## src/rtl/bool_recur_solver.sv

```systemverilog
module bool_recur_solver #(
  parameter int unsigned N = 16,
  parameter int unsigned H = 4
) (
  input  logic [N-1:0] gen_i,
  input  logic [N-1:0] prop_i,
  output logic [N-1:0] res_o
);
  localparam bit N_POW2 = (N != 0) && ((N & (N - 1)) == 0);
  localparam bit H_POW2 = (H != 0) && ((H & (H - 1)) == 0);
  localparam int unsigned NB = (N > H) ? N / H : 1;

  if (!N_POW2 || !H_POW2 || H < 2) begin : g_bad_param
    $error("bool_recur_solver: N and H must be powers of two and H at least 2");
  end

  if (N <= H) begin : g_direct
    logic [N-1:0] chain;
    wire unused_low_prop = prop_i[0];
    always_comb begin
      chain[0] = gen_i[0];
      for (int k = 1; k < N; k++)
        chain[k] = gen_i[k] | (prop_i[k] & chain[k-1]);
    end
    assign res_o = chain;
  end else begin : g_split
    logic [NB-1:0] bnd_gen;
    logic [NB-1:0] bnd_prop;
    logic [NB-1:0] bnd_res;

    for (genvar j = 0; j < NB; j++) begin : g_blk
      if (j == 0) begin : g_first
        logic [H-1:0] loc;
        wire unused_low_prop = prop_i[0];
        always_comb begin
          loc[0] = gen_i[0];
          for (int k = 1; k < H; k++)
            loc[k] = gen_i[k] | (prop_i[k] & loc[k-1]);
        end
        assign res_o[H-1:0] = loc;
        assign bnd_gen[0]   = loc[H-1];
        assign bnd_prop[0]  = 1'b0;
      end else begin : g_rest
        logic [H-1:0] loc;
        logic [H-1:0] prd;
        always_comb begin
          loc[0] = gen_i[j*H];
          prd[0] = prop_i[j*H];
          for (int k = 1; k < H; k++) begin
            loc[k] = gen_i[j*H+k] | (prop_i[j*H+k] & loc[k-1]);
            prd[k] = prop_i[j*H+k] & prd[k-1];
          end
        end
        assign bnd_gen[j]  = loc[H-1];
        assign bnd_prop[j] = prd[H-1];
        assign res_o[j*H +: H-1] = loc[H-2:0] | (prd[H-2:0] & {(H-1){bnd_res[j-1]}});
        assign res_o[j*H+H-1]    = bnd_res[j];
      end
    end

    bool_recur_solver #(.N(NB), .H(H)) u_bnd (
      .gen_i (bnd_gen),
      .prop_i(bnd_prop),
      .res_o (bnd_res)
    );
  end
endmodule

```

## config.mk

```make
export PLATFORM = sky130hd
export DESIGN_NAME = bool_recur_solver
export DESIGN_NICKNAME = d
export VERILOG_FILES = /design/src/rtl/bool_recur_solver.sv
export SDC_FILE = /design/constraint.sdc
export NUM_CORES = 1
export LEC_CHECK = 0
export ABC_AREA = 1
export BUFFER_PORTS_ARGS = -buffer_cell sky130_fd_sc_hd__buf_2
export CAP_MARGIN = 10
export CORE_AREA = 2 2 39 41
export DETAILED_ROUTE_END_ITERATION = 7
export DIE_AREA = 0 0 41 43
export PLACE_DENSITY = 0.69
export SLEW_MARGIN = 20
export SYNTH_ARGS = -nofsm -noshare
export SYNTH_HDL_FRONTEND = slang
export SYNTH_SLANG_ARGS = --single-unit
```

## constraint.sdc

```tcl
create_clock -name vclk -period 1.1
set_input_delay 0.11 -clock vclk [all_inputs]
set_output_delay 0.11 -clock vclk [all_outputs]
set_load 0.02 [all_outputs]
```

==> qor.yml <==
synth:
  syn-instance-count: 59
  avgSynthCellArea_sq_um: 5.62
  yosysTopAreaCell: "nand2_1"
  netlist_area_sq_um: 332
  syn_nets: 91
  synth_top_area_share_pct: 17.0
  synth.yosys.seq_area_share_pct: 0
  synth_most_common_cell: "nand2_1"
  yosys-top-cells-area: "nand2_1, nand2_4, inv_1"
  synth_cell_type_count: 16
  yosysWarningCount: 0
  synth_common_cells: "nand2_1, inv_1, a21oi_1, nand2_4"
floorplan:
  rows: 14
  die_h_microns: 43
  design.die.area_sq_um: 1760
  boundaryPins: 48
  fp.dieW_microns: 41
  coreArea_sq_um: 1380
  start_util_pct: 24.0
sta:
  fin_crit_ns: 1.23
  clock.fmax_mhz: 810
  slew_viol_final: 0
  postLayoutSetupSlackWorst_ns: -0.134
  finalHoldViolCount: 0
  slew-limit-headroom_pct: 75.6
  rsz0062_at_grt: "yes"
  tns_ns: -0.923
  tightest_slew_ns: 0.365
  period_share_pct: 112
  final-setup-viol-count: 10
final_layout:
  area_delta_synth_final_pct: 192
  nNetsFinal: 153
  fin_area_sq_um: 968
  diodes: 0
  final_cells: 135
  post-route-util_pct: 70.0
  clkbuf_count: 0
  n_fill_cell: 113
  multi_input_area_sq_um: 449
  seq_cells: 0
  drive_gt1_share_pct: 82.4
  register_area_sq_um: 0
placement:
  dpl_cell_area_sq_um: 777
  gp_congestion: 0.627
  portBuffers: 47
  dp_cells: 131
  dp.final_hpwl_microns: 1010
worst_hold_path:
  hold_class: "in2out"
critical_path:
  cp_top_family: "simple AND/OR/NAND/NOR gates"
  cp-end-kind: "output pin"
  start_kind: "input pin"
  max_stage_delay_ns: 0.21
  crit_path_frequent_cell: "nand2_2"
  cp_slowest_cell: "a21oi_4"
  crit_required_ns: 0.99
  worstSetupPathType: "in2out"
  worstPathArrival_ns: 1.12
  worstPathCellList: "buf_6 > nand2_2 > nand2_2 > nand2_2 > nand2_2 > a21oi_4 > nand2_8 > nand2_8 > nand2_8 > nand2_4 > nand2_4 > buf_6"
  cp.buffers_inverters: 2
  crit_fanout: 5
routing:
  drc: 0
  wl_microns: 1480
  firstDrtPassIters: 2
  final_antenna_net_count: 0
  vias: 566
  drt_iter0_markers: 4
  vias_per_cell: 4.19
  drt-wirelength-per-cell_microns: 11.0
power_and_ir_drop:
  peakVddDrop_uv: 255
  power_density_nw_per_um2: 467
  leakagePower_nw: 0.524
grt:
  grt_max_degree: 6
  grt_pass1_vias: 566
  grt_pass1_wl_microns: 2260
  grt_overflow: 0
  track_usage_pct: 17.6
  antenna_found_initial: 0
run_status:
  violations: "negative setup slack"
  status: "complete, but fails checks"
cts:
  ctsHoldBuffers: 0
job:
  drv_cap: 0
-- where the power goes --
part	internal, mW	switching (mW)
registers	0	0
clock network	0	0
logic	0.228	0.223
total	0.228	0.223
-- placed cells by master, fill, tap and decap left out, drive strengths merged --
| master | instances |
|---|---|
| nand2 | 24 |
| inv | 13 |
| nand3 | 3 |
| nor3b | 1 |
| buf | 61 |
| a31o | 1 |
| nor2 | 5 |
| a21o | 2 |
| or2 | 1 |
| o21bai | 2 |
| a21oi | 6 |
-- logic make-up after synthesis --
logic type	Yosys count	share of synthesized area (%)
simple gates	34	58.1
compound gates	11	24.9
buf+inv	14	17.0
-- metrics by stage --
step	setup slack [ns]	hold WS [ns]	total power [mW]
detailed placement	-0.225	0.518	0.350
global route	-0.202	0.475	0.481
floorplan	-0.107	0.310	0.205
global placement	-0.196	0.514	0.345
finish	-0.134	0.462	0.452
CTS	-0.167	0.465	0.410
-- repair_timing --
item / in CTS / in global routing
setup endpoints to repair: 11 / 12
buffers inserted: 2 / 2
gates resized for setup: 30 / 17
pin swaps: 18 / 11
-- worst paths after layout --
check	startpoint	to	slack, ns	cells past startpoint
max	gen_i[4]	res_o[15]	-0.13	12
min	gen_i[0]	res_o[0]	0.46	2
-- metal layers --
layer | vias up | track usage [%] | wire length (microns)
met5 | - | 0 | 0
met4 | 0 | 0 | 0
met3 | 0 | 0 | 35
met2 | 12 | 36.6 | 977
met1 | 254 | 18.7 | 467
li1 | 300 | - | -
-- layout make-up --
class / instances / area share, %
timing repair buffer: 61 / 46.3
inverter: 13 / 5.30
tap: 16 / 2.07
multi-input combinational: 45 / 46.4
Note: power is estimated with default switching activity, not from simulation.
